--- config.mk ---
export PLATFORM = sky130hd
export DESIGN_NAME = dbg_entry_seq
export DESIGN_NICKNAME = d
export VERILOG_FILES = /design/src/rtl/dbg_entry_pkg.sv /design/src/rtl/dbg_event_filter.sv /design/src/rtl/dbg_entry_calc.sv /design/src/rtl/dbg_entry_seq.sv
export SDC_FILE = /design/constraint.sdc
export NUM_CORES = 1
export LEC_CHECK = 0
export BUFFER_PORTS_ARGS = -buffer_cell sky130_fd_sc_hd__buf_2
export CAP_MARGIN = 20
export CORE_UTILIZATION = 43
export CTS_BUF_LIST = sky130_fd_sc_hd__clkbuf_4
export DETAILED_ROUTE_END_ITERATION = 10
export PLACE_DENSITY_LB_ADDON = 0.25
export SYNTH_ARGS = -nofsm -noshare
export SYNTH_HDL_FRONTEND = slang
export SYNTH_HIERARCHICAL = 1
export SYNTH_SLANG_ARGS = --single-unit
--- constraint.sdc ---
create_clock -name clk -period 3.3 [get_ports clk]
set_input_delay 0.33 -clock clk [delete_from_list [all_inputs] [get_ports clk]]
set_output_delay 0.33 -clock clk [all_outputs]
set_load 0.02 [all_outputs]
--- src/rtl/dbg_entry_pkg.sv ---
package dbg_entry_pkg;
  localparam int PSR_W  = 32;
  localparam int MOE_W  = 4;
  localparam int FSR_W  = 5;

  localparam logic [4:0] MODE_ABORT = 5'b10111;
  localparam int BIT_T = 5;
  localparam int BIT_I = 7;
  localparam int BIT_A = 8;
  localparam int BIT_J = 24;

  localparam logic [FSR_W-1:0] FSR_DEBUG = 5'b00010;

  localparam logic [MOE_W-1:0] MOE_BKPT   = 4'b0001;
  localparam logic [MOE_W-1:0] MOE_BKINSN = 4'b0011;
  localparam logic [MOE_W-1:0] MOE_VCATCH = 4'b0101;
  localparam logic [MOE_W-1:0] MOE_WATCH  = 4'b1010;

  localparam logic [1:0] VC_KIND_IABT = 2'b01;
  localparam logic [1:0] VC_KIND_DABT = 2'b10;

  typedef enum logic {
    PATH_INSN = 1'b0,
    PATH_DATA = 1'b1
  } path_e;
endpackage

--- src/rtl/dbg_event_filter.sv ---
module dbg_event_filter
  import dbg_entry_pkg::*;
(
  input  logic             monitor_en,
  input  logic             ev_bkpt,
  input  logic             ev_bkpt_insn,
  input  logic             ev_vcatch,
  input  logic [1:0]       vcatch_kind,
  input  logic             ev_watch,
  output logic             take,
  output path_e            path,
  output logic [MOE_W-1:0] moe
);
  logic vc_accept;
  logic insn_hit;

  // Catches on either abort vector are dropped.
  assign vc_accept = ev_vcatch && (vcatch_kind != VC_KIND_IABT)
                               && (vcatch_kind != VC_KIND_DABT);
  assign insn_hit  = ev_bkpt || ev_bkpt_insn || vc_accept;

  always_comb begin
    take = monitor_en && (insn_hit || ev_watch);
    path = insn_hit ? PATH_INSN : PATH_DATA;
    if (ev_bkpt)           moe = MOE_BKPT;
    else if (ev_bkpt_insn) moe = MOE_BKINSN;
    else if (vc_accept)    moe = MOE_VCATCH;
    else                   moe = MOE_WATCH;
  end
endmodule

--- src/rtl/dbg_entry_calc.sv ---
module dbg_entry_calc
  import dbg_entry_pkg::*;
#(
  parameter int ADDR_W       = 32,
  parameter int LR_OFS_INSN  = 4,
  parameter int LR_OFS_DATA  = 8,
  parameter int VEC_OFS_INSN = 12,
  parameter int VEC_OFS_DATA = 16
) (
  input  path_e             path,
  input  logic [ADDR_W-1:0] cancel_addr,
  input  logic [ADDR_W-1:0] vec_base,
  input  logic [PSR_W-1:0]  cur_psr,
  output logic [ADDR_W-1:0] lr_val,
  output logic [ADDR_W-1:0] pc_val,
  output logic [PSR_W-1:0]  psr_val
);
  localparam logic [ADDR_W-1:0] LR_I  = ADDR_W'(LR_OFS_INSN);
  localparam logic [ADDR_W-1:0] LR_D  = ADDR_W'(LR_OFS_DATA);
  localparam logic [ADDR_W-1:0] VEC_I = ADDR_W'(VEC_OFS_INSN);
  localparam logic [ADDR_W-1:0] VEC_D = ADDR_W'(VEC_OFS_DATA);

  always_comb begin
    lr_val = cancel_addr + ((path == PATH_INSN) ? LR_I : LR_D);
    pc_val = vec_base + ((path == PATH_INSN) ? VEC_I : VEC_D);
    psr_val        = cur_psr;
    psr_val[4:0]   = MODE_ABORT;
    psr_val[BIT_T] = 1'b0;
    psr_val[BIT_J] = 1'b0;
    psr_val[BIT_I] = 1'b1;
    psr_val[BIT_A] = 1'b1;
  end
endmodule

--- src/rtl/dbg_entry_seq.sv ---
module dbg_entry_seq
  import dbg_entry_pkg::*;
#(
  parameter int ADDR_W = 32
) (
  input  logic              clk,
  input  logic              rst,
  input  logic              monitor_en_i,
  input  logic              ev_bkpt_i,
  input  logic              ev_bkpt_insn_i,
  input  logic              ev_vcatch_i,
  input  logic [1:0]        vcatch_kind_i,
  input  logic              ev_watch_i,
  input  logic [ADDR_W-1:0] cancel_addr_i,
  input  logic [ADDR_W-1:0] fault_addr_i,
  input  logic [31:0]       cur_psr_i,
  input  logic [ADDR_W-1:0] vec_base_i,
  output logic              entry_done_o,
  output logic              ifault_we_o,
  output logic              dfault_we_o,
  output logic [3:0]        moe_o,
  output logic [4:0]        ifsr_o,
  output logic [ADDR_W-1:0] ifar_o,
  output logic [4:0]        dfsr_o,
  output logic [ADDR_W-1:0] far_o,
  output logic [ADDR_W-1:0] wfar_o,
  output logic [31:0]       spsr_abt_o,
  output logic [ADDR_W-1:0] lr_abt_o,
  output logic [31:0]       psr_o,
  output logic [ADDR_W-1:0] pc_o
);
  logic             take;
  path_e            path;
  logic [MOE_W-1:0] moe_n;
  logic [ADDR_W-1:0] lr_n, pc_n;
  logic [PSR_W-1:0]  psr_n;

  dbg_event_filter u_filter (
    .monitor_en   (monitor_en_i),
    .ev_bkpt      (ev_bkpt_i),
    .ev_bkpt_insn (ev_bkpt_insn_i),
    .ev_vcatch    (ev_vcatch_i),
    .vcatch_kind  (vcatch_kind_i),
    .ev_watch     (ev_watch_i),
    .take         (take),
    .path         (path),
    .moe          (moe_n)
  );

  dbg_entry_calc #(.ADDR_W(ADDR_W)) u_calc (
    .path        (path),
    .cancel_addr (cancel_addr_i),
    .vec_base    (vec_base_i),
    .cur_psr     (cur_psr_i),
    .lr_val      (lr_n),
    .pc_val      (pc_n),
    .psr_val     (psr_n)
  );

  // Strobes: single-cycle, registered.
  always_ff @(posedge clk) begin
    if (rst) begin
      entry_done_o <= 1'b0;
      ifault_we_o  <= 1'b0;
      dfault_we_o  <= 1'b0;
    end else begin
      entry_done_o <= take;
      ifault_we_o  <= take && (path == PATH_INSN);
      dfault_we_o  <= take && (path == PATH_DATA);
    end
  end

  // Values common to both entry paths.
  always_ff @(posedge clk) begin
    if (rst) begin
      moe_o      <= '0;
      spsr_abt_o <= '0;
      lr_abt_o   <= '0;
      psr_o      <= '0;
      pc_o       <= '0;
    end else if (take) begin
      moe_o      <= moe_n;
      spsr_abt_o <= cur_psr_i;
      lr_abt_o   <= lr_n;
      psr_o      <= psr_n;
      pc_o       <= pc_n;
    end
  end

  // Side-specific fault registers.
  always_ff @(posedge clk) begin
    if (rst) begin
      ifsr_o <= '0;
      ifar_o <= '0;
      dfsr_o <= '0;
      far_o  <= '0;
      wfar_o <= '0;
    end else if (take) begin
      if (path == PATH_INSN) begin
        ifsr_o <= FSR_DEBUG;
        ifar_o <= cancel_addr_i;
      end else begin
        dfsr_o <= FSR_DEBUG;
        far_o  <= fault_addr_i;
        wfar_o <= cancel_addr_i;
      end
    end
  end

  // Checks beside the logic they guard.
  assert_no_entry_off_mode_R1: assert property (@(posedge clk) disable iff (rst)
    !monitor_en_i |=> !entry_done_o && !ifault_we_o && !dfault_we_o);

  assert_abort_vc_dropped_R2: assert property (@(posedge clk) disable iff (rst)
    (ev_vcatch_i && (vcatch_kind_i == VC_KIND_IABT || vcatch_kind_i == VC_KIND_DABT)
     && !ev_bkpt_i && !ev_bkpt_insn_i && !ev_watch_i) |=> !entry_done_o);

  assert_one_path_R11: assert property (@(posedge clk) disable iff (rst)
    entry_done_o |-> $onehot({ifault_we_o, dfault_we_o}));

  assert_strobe_pairs_R11: assert property (@(posedge clk) disable iff (rst)
    (ifault_we_o || dfault_we_o) |-> entry_done_o);

  assert_spsr_capture_R5: assert property (@(posedge clk) disable iff (rst)
    entry_done_o |-> spsr_abt_o == $past(cur_psr_i));

  assert_abort_psr_R6: assert property (@(posedge clk) disable iff (rst)
    entry_done_o |-> (psr_o[4:0] == MODE_ABORT) && psr_o[BIT_I] && psr_o[BIT_A]
                     && !psr_o[BIT_T] && !psr_o[BIT_J]);

  assert_insn_link_R7: assert property (@(posedge clk) disable iff (rst)
    (monitor_en_i && (ev_bkpt_i || ev_bkpt_insn_i)) |=>
      ifault_we_o && (lr_abt_o == $past(cancel_addr_i) + ADDR_W'(4)));

  assert_watch_data_R4: assert property (@(posedge clk) disable iff (rst)
    (monitor_en_i && ev_watch_i && !ev_bkpt_i && !ev_bkpt_insn_i && !ev_vcatch_i) |=>
      dfault_we_o && (far_o == $past(fault_addr_i)) && (moe_o == MOE_WATCH));

  assert_watch_loses_R10: assert property (@(posedge clk) disable iff (rst)
    (monitor_en_i && ev_watch_i && ev_bkpt_i) |=> !dfault_we_o && (moe_o == MOE_BKPT));
endmodule

==> qor.yml, run 1 <==
ys_warn_count: 6
initial_core_util_pct: 44.25
core_mm2: 0.02368
grt_start_max_net_pins: 147
final-hold-violation-count: 0
cts_tree: "done"
dieArea_mm2: 0.02500
grt_pass1_wl_um: 43660
cpMostUsedCell: "xnor2_1"
drt-wirelength-per-cell_um: 15.40
vias: 9039
grt_pass1_vias: 8726
slowest_stage: "nor4_2"
die_w_um: 158.1
timing.final.crit_share_pct: 78.64
port_buffers: 369
synthDistinctLibCells: 42
setup_violations: 0
area_growth_pct: 33.95
ys_ff_latch: 233
slowest_delay_ns: 0.81
slew_violations: 0
cts_root_buf: "clkbuf_4"
drt-total-wl_um: 28830
drive_above_1_share_pct: 33.57
max_cap_viol_count: 0
synth-edff-count: 0
dpl_cell_area_mm2: 0.01225
fin_util_pct: 59.27
required_ns: 3.78
rsz0062_at_grt: "no"
worst-setup-path-type: "in2reg"
dpl.hpwl_um: 19090
fmax_ghz: 0.3854
grtUsageTotal_pct: 22.07
cts_made_buffers: 66
arrival_ns: 3.07
cts_resized: 0
gp_congestion: 0.8112
fin_skew_ns: 0
worst_pin_slew_ns: 0.9633
final_common_cell: "buf_2"
syn_inst: 1062
final_cell_mix: "368 x buf_2, 233 x dfxtp_1, 196 x mux2i_1, 140 x nor2_1, 100 x nand2b_1"
peakVddDrop_mv: 0.2926
dr.pass1.iters: 4
cts.sinks: 233
clock_latency_ns: 0.59
clockBufferDepth: 3
worst-path-max-fanout: 9
vias_per_cell: 4.829
synthFlopType: "dfxtp_1"
slew_headroom_pct: 35.24
p_per_area_mw_per_mm2: 497.8
antenna_found_initial: 2
postCtsHoldBufs: 99
dp_cells: 1666
stdcell_area_mm2: 0.01404
p_leak_nw: 6.989
finalSetupTns_ns: 0
startpoint_type: "input pin"
drt_iter0_drc: 435
yosysSeqAreaShare_pct: 44.51
final_cells: 1872
hold_path_class: "in2reg"
num_io_pins: 378
die_height_um: 158.1
cts_setup_buffers: 0
htreeDepth: 3
ant_nets: 0
outcome: "finished clean"
fin_crit_ns: 2.595
drc: 0
path_cells: "buf_2, xnor2_1, a211oi_4, inv_1, ha_1, fa_1, a21oi_1, nor4_2, nand4_1, xnor2_1, mux2i_1, nor2_1"
syn-cell-area_mm2: 0.01048
synth.avg_cell_area_um2: 9.867
worstSetupEndpointType: "flip-flop"
clkSlewWorstSetupHoldPaths_ns: 0.06
row_count: 56
synthArstFlopShare_pct: 0
grt_overflow: 0
nets: 1658
==> layer usage <==
layer	GRT usage, %	wire length (um)
met3	8.212	2663
met4	10.26	846
met2	37.28	13620
met5	0	13
met1	24.49	11680
==> synth_stat cells, types with 3 or more instances <==
cell type | number | area (um2)
and3_1 | 7 | 43.79
nand4_1 | 15 | 93.84
a21bo_2 | 29 | 290.3
dfxtp_1 | 233 | 4664
nand3_1 | 52 | 260.3
xor2_1 | 16 | 140.1
mux2i_1 | 196 | 1962
buf_4 | 64 | 480.5
a211oi_1 | 3 | 22.52
nand2_1 | 21 | 78.83
nand2b_1 | 100 | 625.6
conb_1 | 3 | 11.26
and4_1 | 7 | 61.31
buf_6 | 5 | 56.30
a21oi_1 | 37 | 185.2
nor3_1 | 4 | 20.02
ha_1 | 5 | 62.56
nor4_1 | 3 | 18.77
inv_1 | 5 | 18.77
nor2_1 | 140 | 525.5
nor4_2 | 5 | 62.56
xnor2_1 | 42 | 367.9
a21bo_1 | 3 | 30.03
clkbuf_1 | 17 | 63.81
buf_2 | 29 | 145.1
==> worst paths after layout <==
check | start | to | slack (ns) | depth (start not counted)
hold reg to reg | ifsr_o[1] | ifsr_o[1] | 0.46 | 2
setup / recovery | vcatch_kind_i[0] | pc_o[28] | 0.70 | 12
setup reg to reg | far_o[26] | far_o[26] | 2.51 | 2
hold / removal | vec_base_i[12] | pc_o[12] | 0.08 | 4
==> cell type report <==
cell class	instances	area (um2)
timing repair buffer	485	3022
inverter	5	18.77
sequential	233	4664
tap	319	399.1
clock inverter	15	112.6
clock buffer	91	683.2
fill	2115	9647
antenna	1	2.502
multi-input combinational	723	5134
==> critical path: cells and delay by family <==
| kind | cells | cell delay [ns] |
|---|---|---|
| adders and majority gates | 2 | 0.48 |
| buffers and inverters | 2 | 0.30 |
| muxes | 1 | 0.13 |
| AOI/OAI and AO/OA | 2 | 0.27 |
| and+or+nand+nor | 3 | 1.07 |
| xor gates and xnor gates | 2 | 0.48 |
==> flip-flops by register name, indices dropped and copies added, names as in the netlist <==
name          flops
psr_o            32
entry_done_o      1
dfault_we_o       1
pc_o             32
ifault_we_o       1
dfsr_o            1
far_o            32
ifar_o           32
ifsr_o            1
moe_o             4
spsr_abt_o       32
wfar_o           32
lr_abt_o         32
==> cells by family after synthesis <==
kind of cell / count (synthesis) / synth area share, %
muxes: 196 / 18.72
xor gates and xnor gates: 58 / 4.848
adders and majority gates: 7 / 0.9791
other: 3 / 0.1075
and+or+nand+nor: 366 / 18.02
buffers and inverters: 120 / 7.295
AOI/OAI and AO/OA: 79 / 5.516
DFF: 233 / 44.51
==> power breakdown <==
group | internal, W | leakage [nW] | total [W] | switching [W]
logic | 0.000547 | 4.60 | 0.00130 | 0.000752
registers | 0.00299 | 1.91 | 0.00308 | 0.0000864
clock network | 0.00142 | 0.471 | 0.00261 | 0.00119
total | 0.00496 | 6.99 | 0.00699 | 0.00203
==> per-stage QoR <==
step	hold slack [ns]	power (W)	worst slack, ns
floorplan	0.4772	0.003961	0.2433
detailed placement	0.4477	0.004346	0.1512
global placement	0.4332	0.004327	0.2236
global route	0.04270	0.007371	0.5409
CTS	0.001004	0.007097	0.8403
finish	0.08249	0.006987	0.7050
Note: power is estimated with default switching activity, not from simulation.
==> inputs of run 2 (changes only) <==
==> constraint.sdc (replaced) <==
create_clock -name clk -period 2.6 [get_ports clk]
set_input_delay 0.26 -clock clk [delete_from_list [all_inputs] [get_ports clk]]
set_output_delay 0.26 -clock clk [all_outputs]
set_load 0.02 [all_outputs]
==> qor.yml, run 2 (synthesized netlist as in run 1, its figures left out) <==
startpoint_type: "input pin"
cts_made_buffers: 61  # -7.6%
vias_per_cell: 4.795  # -0.69%
design_power_total_w: 0.008905  # +27%
drt_iter0_drc: 511  # +17%
area_growth_pct: 38.57
clock_latency_ns: 0.65  # +0.06 ns
row_count: 56  # unchanged
die_w_um: 158.1  # unchanged
grt_pass1_wl_um: 46020  # +5.4%
required_ns: 3.20  # -0.58 ns
setup_violations: 0  # unchanged
final_common_cell: "buf_2"
timing.final.crit_share_pct: 83.09
multi_input_area_mm2: 0.005141  # +0.15%
clockBufferDepth: 3  # unchanged
crit_start: "cancel_addr_i[3]"
cts_resized: 0  # unchanged
worst-path-max-fanout: 6  # -3
drt-total-wl_um: 29990  # +4.0%
rsz0062_at_grt: "no"
drive_above_1_share_pct: 34.00  # +0.43 points
nets: 1704  # +2.8%
core_mm2: 0.02368  # unchanged
peakVddDrop_mv: 0.4905  # +68%
outcome: "finished clean"
cts.sinks: 233  # unchanged
crit_end: "lr_abt_o[29]"
fmax_ghz: 0.4629
hold_path_class: "in2reg"
cts_root_buf: "clkbuf_4"
dr.pass1.iters: 5  # +1
worst_pin_slew_ns: 0.7564  # -0.2069 ns
cts_setup_buffers: 0  # unchanged
grt_overflow: 0  # unchanged
worst-setup-path-type: "in2reg"
clkSlewWorstSetupHoldPaths_ns: 0.06  # about the same
fin_skew_ns: 0  # unchanged
num_io_pins: 378  # unchanged
final-hold-violation-count: 0  # unchanged
p_leak_nw: 7.227  # +3.4%
r2r_slack_ns: 1.35  # -1.16 ns
arrival_ns: 2.76  # -0.31 ns
grt_pass1_vias: 9092  # +4.2%
ant_nets: 0  # unchanged
nFillCells: 2028  # -4.1%
htreeDepth: 2  # -1
dpl_worst_slack_ns: -0.2026  # -0.3537 ns
antenna_found_initial: 1  # -1
port_buffers: 369  # unchanged
p_per_area_mw_per_mm2: 613.3  # +23%
timing.rr.end: "spsr_abt_o[2]"
die_height_um: 158.1  # unchanged
slew_violations: 0  # unchanged
final_cell_mix: "368 x buf_2, 233 x dfxtp_1, 196 x mux2i_1, 140 x nor2_1, 132 x dlygate4sd3_1"
cts_tree: "done"
vias: 9207  # +1.9%
r2r_cells: 3  # +1
initial_core_util_pct: 44.25  # unchanged
drc: 0  # unchanged
dpl.hpwl_um: 20000  # +4.8%
fin_util_pct: 61.31  # +2.0 points
drt-wirelength-per-cell_um: 15.62  # +1.4%
max_cap_viol_count: 0  # unchanged
worstSetupEndpointType: "flip-flop"
dieArea_mm2: 0.02500  # unchanged
grt_start_max_net_pins: 80  # -46%
register_area_mm2: 0.004664  # unchanged
fin_crit_ns: 2.160
finalWorstSetupSlack_ns: 0.4396  # -0.2654 ns
grtUsageTotal_pct: 23.24  # +1.2 points
gp_congestion: 0.7941  # -2.1%
slew_headroom_pct: 49.44  # +14 points
worstReg2RegStart: "spsr_abt_o[2]"
postCtsHoldBufs: 132  # +33%
-- run 2: cell count changes in the layout (fill, tap and decap cells not counted), moves of 2 or more --
cell           before  now
clkbuf_4           91   93
clkinv_1           10    6
dlygate4sd3_1      99  132
buf_4              13   30
-- run 2: worst min-delay path by stage --
stage              startpoint        endpoint  slack, ns  cells after the start
3_5_place_dp        ifsr_o[1]       ifsr_o[1]       0.44                      2
3_3_place_gp        ifsr_o[1]       ifsr_o[1]       0.43                      2
6_report       ev_bkpt_insn_i        moe_o[3]       0.10                      4
4_1_cts        ev_bkpt_insn_i        moe_o[3]       0.03                      4
5_1_grt        ev_bkpt_insn_i        moe_o[3]       0.02                      4
2_1_floorplan   cur_psr_i[23]  spsr_abt_o[23]       0.41                      2
-- run 2: area by class of cell --
cell class / count / share of cell area (%)
Antenna cell: 1 / 0.01723
Clock buffer: 93 / 4.808
Clock inverter: 10 / 0.6635
Inverter: 5 / 0.1293
Multi-Input combinational cell: 723 / 35.41
Sequential cell: 233 / 32.12
Tap cell: 319 / 2.749
Timing Repair Buffer: 536 / 24.10
-- run 2: critical path, cell delays in order --
cell and delay, ns:
dlygate4sd3_1 0.53, buf_2 0.15, ha_1 0.30, a21oi_1 0.12, or4_1 0.55, buf_4 0.19
nor4_2 0.31, xor2_1 0.17, mux2i_1 0.09, nor2_1 0.09
-- run 2: power breakdown --
part	switching [W]	leakage (nW)	internal, W
combinational	0.000981	4.84	0.000750
sequential	0.000110	1.91	0.00380
clock	0.00146	0.474	0.00181
-- run 2: per-layer routing --
metal	vias to the layer above	GRT usage, %	share of wire (%)
met5	-	0	0
met4	0	7.234	1.8
met2	314	41.71	50
met1	4285	25.98	40
met3	42	7.254	7.9
li1	4566	-	-
-- run 2: through the flow --
stage | hold WS (ns) | area (um2) | instances | setup TNS, ns
after detailed placement | 0.4353 | 12400 | 1684 | -2.399
after global placement | 0.4340 | 12400 | 1684 | -1.223
after global routing | 0.02207 | 14520 | 1920 | 0
after CTS | 0.02621 | 14520 | 1919 | 0
final | 0.1027 | 14520 | 1920 | 0
after floorplan | 0.4072 | 10540 | 1076 | 0
